--- config.mk ---
export PLATFORM = sky130hd
export DESIGN_NAME = pcm_ts_router
export DESIGN_NICKNAME = d
export VERILOG_FILES = /design/src/rtl/pcm_rt_pkg.sv /design/src/rtl/pcm_rt_map_reg.sv /design/src/rtl/pcm_rt_port_sel.sv /design/src/rtl/pcm_rt_lane_reg.sv /design/src/rtl/pcm_ts_router.sv
export SDC_FILE = /design/constraint.sdc
export NUM_CORES = 1
export LEC_CHECK = 0
export ABC_AREA = 1
export BUFFER_PORTS_ARGS = -buffer_cell sky130_fd_sc_hd__buf_2
export CAP_MARGIN = 20
export CORE_MARGIN = 2
export CORE_UTILIZATION = 45
export DETAILED_ROUTE_END_ITERATION = 8
export GPL_TIMING_DRIVEN = 0
export MAX_ROUTING_LAYER = met4
export PLACE_DENSITY = 0.79
export SKIP_LAST_GASP = 1
export SLEW_MARGIN = 40
export SYNTH_ARGS = -nofsm -noshare
export SYNTH_HDL_FRONTEND = slang
export SYNTH_SLANG_ARGS = --single-unit
--- constraint.sdc ---
create_clock -name clk -period 1.02 [get_ports clk]
set_input_delay 0.153 -clock clk [delete_from_list [all_inputs] [get_ports clk]]
set_output_delay 0.153 -clock clk [all_outputs]
set_load 0.1 [all_outputs]
--- src/rtl/pcm_rt_pkg.sv ---
package pcm_rt_pkg;
   localparam int CODE_W = 2;
   localparam int NUM_CH = (1 << CODE_W) - 1;
   typedef logic [CODE_W-1:0] sync_code_t;
endpackage

--- src/rtl/pcm_rt_map_reg.sv ---
module pcm_rt_map_reg
   import pcm_rt_pkg::*;
#(
   parameter int MAP_W = 2
) (
   input  logic                    clk,
   input  logic                    rst_n,
   input  logic                    we,
   input  logic [NUM_CH*MAP_W-1:0] wdata,
   output logic [NUM_CH*MAP_W-1:0] map_q
);
   // all fields zero = every channel unbound
   always_ff @(posedge clk or negedge rst_n) begin
      if (!rst_n)  map_q <= '0;
      else if (we) map_q <= wdata;
   end
endmodule

--- src/rtl/pcm_rt_port_sel.sv ---
module pcm_rt_port_sel
   import pcm_rt_pkg::*;
#(
   parameter int NUM_PORTS = 3,
   parameter int MAP_W     = 2
) (
   input  sync_code_t              code,
   input  logic [NUM_CH*MAP_W-1:0] map,
   output logic [NUM_PORTS-1:0]    port_mask
);
   logic [MAP_W-1:0] sel_field;

   // code 0 leaves sel_field at 0, which matches no port
   always_comb begin
      sel_field = '0;
      for (int ch = 0; ch < NUM_CH; ch++) begin
         if (code == CODE_W'(ch + 1))
            sel_field = map[ch*MAP_W +: MAP_W];
      end
   end

   for (genvar p = 0; p < NUM_PORTS; p++) begin : g_port
      assign port_mask[p] = (sel_field == MAP_W'(p + 1));
   end
endmodule

--- src/rtl/pcm_rt_lane_reg.sv ---
module pcm_rt_lane_reg #(
   parameter int NUM_PORTS = 3,
   parameter bit IDLE_TXD  = 1'b0,
   parameter bit GATE_RXD  = 1'b1
) (
   input  logic                 clk,
   input  logic                 rst_n,
   input  logic [NUM_PORTS-1:0] port_mask,
   input  logic [NUM_PORTS-1:0] port_txd,
   input  logic                 l1_rxd,
   output logic                 l1_txd_q,
   output logic                 l1_oe_q,
   output logic [NUM_PORTS-1:0] rx_valid_q,
   output logic [NUM_PORTS-1:0] rx_data_q
);
   logic active;
   logic tx_pick;

   assign active  = |port_mask;
   assign tx_pick = |(port_mask & port_txd);

   always_ff @(posedge clk or negedge rst_n) begin
      if (!rst_n) begin
         l1_txd_q <= IDLE_TXD;
         l1_oe_q  <= 1'b0;
      end else begin
         l1_txd_q <= active ? tx_pick : IDLE_TXD;
         l1_oe_q  <= active;
      end
   end

   for (genvar p = 0; p < NUM_PORTS; p++) begin : g_lane
      logic rx_bit;
      if (GATE_RXD) begin : g_gated
         assign rx_bit = port_mask[p] & l1_rxd;
      end else begin : g_open
         assign rx_bit = l1_rxd;
      end
      always_ff @(posedge clk or negedge rst_n) begin
         if (!rst_n) begin
            rx_valid_q[p] <= 1'b0;
            rx_data_q[p]  <= 1'b0;
         end else begin
            rx_valid_q[p] <= port_mask[p];
            rx_data_q[p]  <= rx_bit;
         end
      end
   end
endmodule

--- src/rtl/pcm_ts_router.sv ---
module pcm_ts_router
   import pcm_rt_pkg::*;
#(
   parameter int NUM_PORTS = 3,
   parameter int MAP_W     = $clog2(NUM_PORTS + 1),
   parameter bit IDLE_TXD  = 1'b0
) (
   input  logic                    clk,
   input  logic                    rst_n,
   input  logic [1:0]              l1_sync_i,
   input  logic                    l1_rxd_i,
   output logic                    l1_txd_o,
   output logic                    l1_txd_oe_o,
   input  logic                    cfg_we_i,
   input  logic [3*MAP_W-1:0]      cfg_map_i,
   input  logic [NUM_PORTS-1:0]    port_txd_i,
   output logic [NUM_PORTS-1:0]    port_rxd_o,
   output logic [NUM_PORTS-1:0]    port_rx_valid_o
);
   localparam int MAP_BITS = NUM_CH * MAP_W;

   if (NUM_PORTS < 1) begin : g_bad_ports
      $error("pcm_ts_router: NUM_PORTS must be at least 1");
   end
   if (MAP_W < $clog2(NUM_PORTS + 1)) begin : g_bad_mapw
      $error("pcm_ts_router: MAP_W too narrow to name every port");
   end
   if (NUM_CH != 3) begin : g_bad_ch
      $error("pcm_ts_router: sync code must describe three channels");
   end

   logic [MAP_BITS-1:0]  map_q;
   logic [NUM_PORTS-1:0] port_mask;

   pcm_rt_map_reg #(.MAP_W(MAP_W)) u_map (
      .clk   (clk),
      .rst_n (rst_n),
      .we    (cfg_we_i),
      .wdata (cfg_map_i),
      .map_q (map_q)
   );

   pcm_rt_port_sel #(.NUM_PORTS(NUM_PORTS), .MAP_W(MAP_W)) u_sel (
      .code      (l1_sync_i),
      .map       (map_q),
      .port_mask (port_mask)
   );

   pcm_rt_lane_reg #(.NUM_PORTS(NUM_PORTS), .IDLE_TXD(IDLE_TXD), .GATE_RXD(1'b1)) u_lane (
      .clk        (clk),
      .rst_n      (rst_n),
      .port_mask  (port_mask),
      .port_txd   (port_txd_i),
      .l1_rxd     (l1_rxd_i),
      .l1_txd_q   (l1_txd_o),
      .l1_oe_q    (l1_txd_oe_o),
      .rx_valid_q (port_rx_valid_o),
      .rx_data_q  (port_rxd_o)
   );
endmodule

Yosys cells after proc, flatten, opt, wreduce, memory -nomap -nowiden
Cells that the tools add are included.
- equal/unequal tests: 6
- mux-type cells: 4
- bitwise operators: 4
- reduce and logical (&&, ||, !) cells: 2
- operators with widths (kind ; count):
    $eq A2 B2 Y1 const B ; 4
    $mux W2 ; 3
    $reduce_or A3 Y1 ; 2
    $eq A2 B1 Y1 const B ; 2
    $and A1 B1 Y1 ; 3
    $and A3 B3 Y3 ; 1
    $mux W1 ; 1
- register bits: 14
- bits of input ports: 15
- output and inout port bits: 8
- logic and storage cells: 25

Longest topological paths before layout
- depth in word-level cells: 8
- mapped depth: 6
- gate-level depth less buffers: 6

Cells and area by module
Synthesis repeated with hierarchy kept, for this count alone.
- cells, all modules: 65
- area total of the unflattened synthesis: 555.5 µm²
- by module, submodules not included (module ; times used ; cells an instance ; area an instance (µm²) ; sequential area each (µm²)):
    pcm_rt_lane_reg ; 1 ; 21 ; 255.2 ; 200.2
    pcm_rt_map_reg ; 1 ; 25 ; 221.5 ; 150.1
    pcm_rt_port_sel ; 1 ; 19 ; 78.8 ; 0.0

Worst setup path before layout
No wires, ideal clock.
- path kind: flip-flop to output port
- from: reg u_lane.l1_txd_q
- to: out l1_txd_o
- arrival time: 0.883 ns
- required time: 0.867 ns
- slack: -0.016 ns
- cell stages (with the launch flop): 1
- path buffers: 0
- path through: dfrtp_1
- RTL lines (what ; RTL line ; source):
    from (decl) ; pcm_rt_lane_reg.sv:11 ; output logic l1_txd_q,
    from (signal assigned) ; pcm_rt_lane_reg.sv:27 ; l1_txd_q <= active ? tx_pick : IDLE_TXD;
    to (decl) ; pcm_ts_router.sv:12 ; output logic l1_txd_o,
No word-level cell between the ends.

Worst setup path after layout
- from: reg u_lane.rx_data_q[2]
- to: out port_rxd_o[2]
- RTL lines (what ; RTL line ; source):
    from (decl) ; pcm_rt_lane_reg.sv:14 ; output logic [NUM_PORTS-1:0] rx_data_q
    from (signal, indexed assignment) ; pcm_rt_lane_reg.sv:45 ; rx_data_q[p] <= rx_bit;
    to (decl) ; pcm_ts_router.sv:17 ; output logic [NUM_PORTS-1:0] port_rxd_o,
No word-level cell between the ends.

==> results.md <==
- Status: complete, no violations
- Pre-antenna DRT Iters: 2
- Post-DP HPWL: 808 microns
- Cell taking the most area after synthesis: dfrtp_1
- Cell variety after synth: 19
- RSZ-0062 raised after global routing: true
- Period minus WS final: 1.01 ns
- Layout net count: 91
- Crit path kind: register to output pin
- Chip Width: 40.5 microns
- H-tree Lvls: 1
- Maximum vdd drop: 1080 uV
- Synth Warn #: 0
- DRC viols: 0
- Worst R2R Path Depth: 5
- CP startpoint: u_lane.rx_data_q[2]$_DFF_PN0_
- Setup slack after placement: 0.0147 ns
- First-pass GRT wire length: 1.61 mm
- Rows: 13
- Area growth syn-to-layout: 49.4%
- Fraction of layout cells with a size suffix above 1: 73.3%
- Die Y: 40.5 microns
- Final Cycle Share: 99.4%
- Critical path depth: 1
- Initial antenna violation count: 0
- Vias after detailed routing: 437
- CP max stage delay: 0.42 ns
- RR Endpoint: u_lane.rx_data_q[0]$_DFF_PN0_
- Core area: 1270 sq um
- Cell Pwr Density: 1660 nW/um^2
- Post-CTS setup buffers: 0
- Max Cap Viol: 0
- Tot GR Track Use: 16.2%
- Via density: 4.86
- Avg Synthesized Cell Area: 12.2 sq um
- Leakage power: 0.421 nW
- Seq/Total Area, Yosys: 58.6%
- CTS tree: yes
- Clock skew: 0.00172 ns
- Synth top area share: 58.6%
- Crit-path cells: buf_12
- HP Class: input port to register
- Worst setup path end: port_rxd_o[2]
- Register bit count reported by yosys: 14
- I/O pin cnt: 23
- Setup ws final: 0.00662 ns
- Final-report setup violation count: 0
- Clock root buffer: clkbuf_4
- Most common cell after layout, fill and taps aside: buf_2
- Layout Cells excl Fill: 90
- Most frequent cells in the layout: buf_2, dfrtp_2
- Initial Util: 47.1%
- Worst-skew pair later-pin latency: 0.27 ns
- Port Buf Inserts: 21
- CP startpoint kind: register
- Slowest stage cell, crit path: dfrtp_2
- Clk sink count: 14
- Overflow after GRT: 0
- Mapped Nets: 64
- Setup slack, reg-to-reg: 0.06 ns
- Reg2reg start: u_map.map_q[1]$_DFFE_PN0P_
- Worst path arrival time: 0.86 ns
- Largest cells by area after synthesis: dfrtp_1, mux2_2, nand3_2
- 1st-iter DRT viols: 1
- Highest Clock Rate: 0.987 GHz
- Final Hold Violating Endpoints: 0
- Via count of the first global-routing pass: 440
- Number of nets with antenna violations after routing: 0
- Total CTS buffers: 3
- Die area: 1640 sq um
- TNS Setup: 0 ns
- Endpoint class of the critical path: output pin
- Buf+Inv Stages, Crit Path: 1
- Wirelength per Cell: 11.1 microns
- Fillers: 81
- Post-layout util: 70.4%
- Max Slew Vio Count: 0
- Maximum fanout along the worst path: 1
- Largest net degree at the start of global routing: 15
- Synthesized area: 598 sq um
- CP top delay family: flip-flops
- Worst hold path startpoint: cfg_map_i[1]
- Placed insts: 85
- Req. time, crit path: 0.87 ns
- # diodes: 0
- Relative slew margins: 80.5%
- Worst-path clk slew: 0.07 ns
- Mapped Cells: 49
- Hold Worst Slack: 0.105 ns
- Worst slew pin tran: 0.293 ns
- Post-Route WL: 1.00 mm
- Routability cong.: 0.719
- Clock Tree Buf Depth: 2
[timing repair]
item | 4_1_cts | 5_1_grt
gates resized for setup | 17 | 16
pin swaps | 0 | 3
setup endpoints to repair | 9 | 10
hold endpoints to repair | 14 | 0
hold buffers | 1 | 0
[synthesized netlist by cell type, drive strengths merged]
| library cell | count |
|---|---|
| dfrtp | 14 |
| nand3 | 8 |
| inv | 6 |
| mux2 | 6 |
| nand2 | 5 |
| nor2 | 4 |
| nor3 | 2 |
| a21oi | 1 |
| buf | 1 |
| nand4 | 1 |
| o21ai | 1 |
[area by class of cell]
| cell class | instances | area (sq um) | area share, % |
|---|---|---|---|
| Sequential cell | 14 | 360 | 40.3 |
| Multi-Input combinational cell | 28 | 236 | 26.5 |
| Timing Repair Buffer | 22 | 221 | 24.8 |
| Clock buffer | 4 | 26.3 | 2.94 |
| Inverter | 6 | 25.0 | 2.80 |
| Tap cell | 15 | 18.8 | 2.10 |
| Buffer | 1 | 5.00 | 0.560 |
[flip-flops by register name, summed over array words and instances, names as in the netlist]
register / count
u_lane.l1_oe_q: 1
u_lane.l1_txd_q: 1
u_lane.rx_data_q: 3
u_lane.rx_valid_q: 3
u_map.map_q: 6
[stage by stage]
step	total power, mW	area, sq um
finish	1.48	893
global route	1.55	893
CTS	1.44	822
detailed placement	1.08	732
global placement	1.07	732
floorplan	0.985	608
[routing by layer]
| metal | vias up | wire length (microns) | global-route usage (%) |
|---|---|---|---|
| li1 | 215 | - | - |
| met1 | 196 | 332 | 12.9 |
| met2 | 21 | 557 | 31.0 |
| met3 | 5 | 76 | 3.33 |
| met4 | 0 | 34 | 12.5 |
| met5 | - | 0 | - |
[power by group]
group	leakage (nW)	internal [mW]	switching, mW
combinational	0.243	0.181	0.339
sequential	0.163	0.615	0.0377
clock	0.0150	0.152	0.161
[how the worst min path moves through the flow]
stage               depth (start not counted)  slack (ns)                          to
floorplan                                   0       -0.14    u_lane.l1_oe_q$_DFF_PN0_
global placement                            1        0.05  u_map.map_q[0]$_DFFE_PN0P_
detailed placement                          1        0.06  u_map.map_q[0]$_DFFE_PN0P_
CTS                                         2         0.1  u_map.map_q[2]$_DFFE_PN0P_
global route                                2        0.11  u_map.map_q[3]$_DFFE_PN0P_
finish                                      2        0.10  u_map.map_q[1]$_DFFE_PN0P_
[logic make-up after synthesis]
kind of cell    synth area share, %
simple gates                   23.4
flops                          58.6
buf+inv                        5.02
mux                            11.3
compound gates                 1.67
Power figures use the tool's default switching activity.
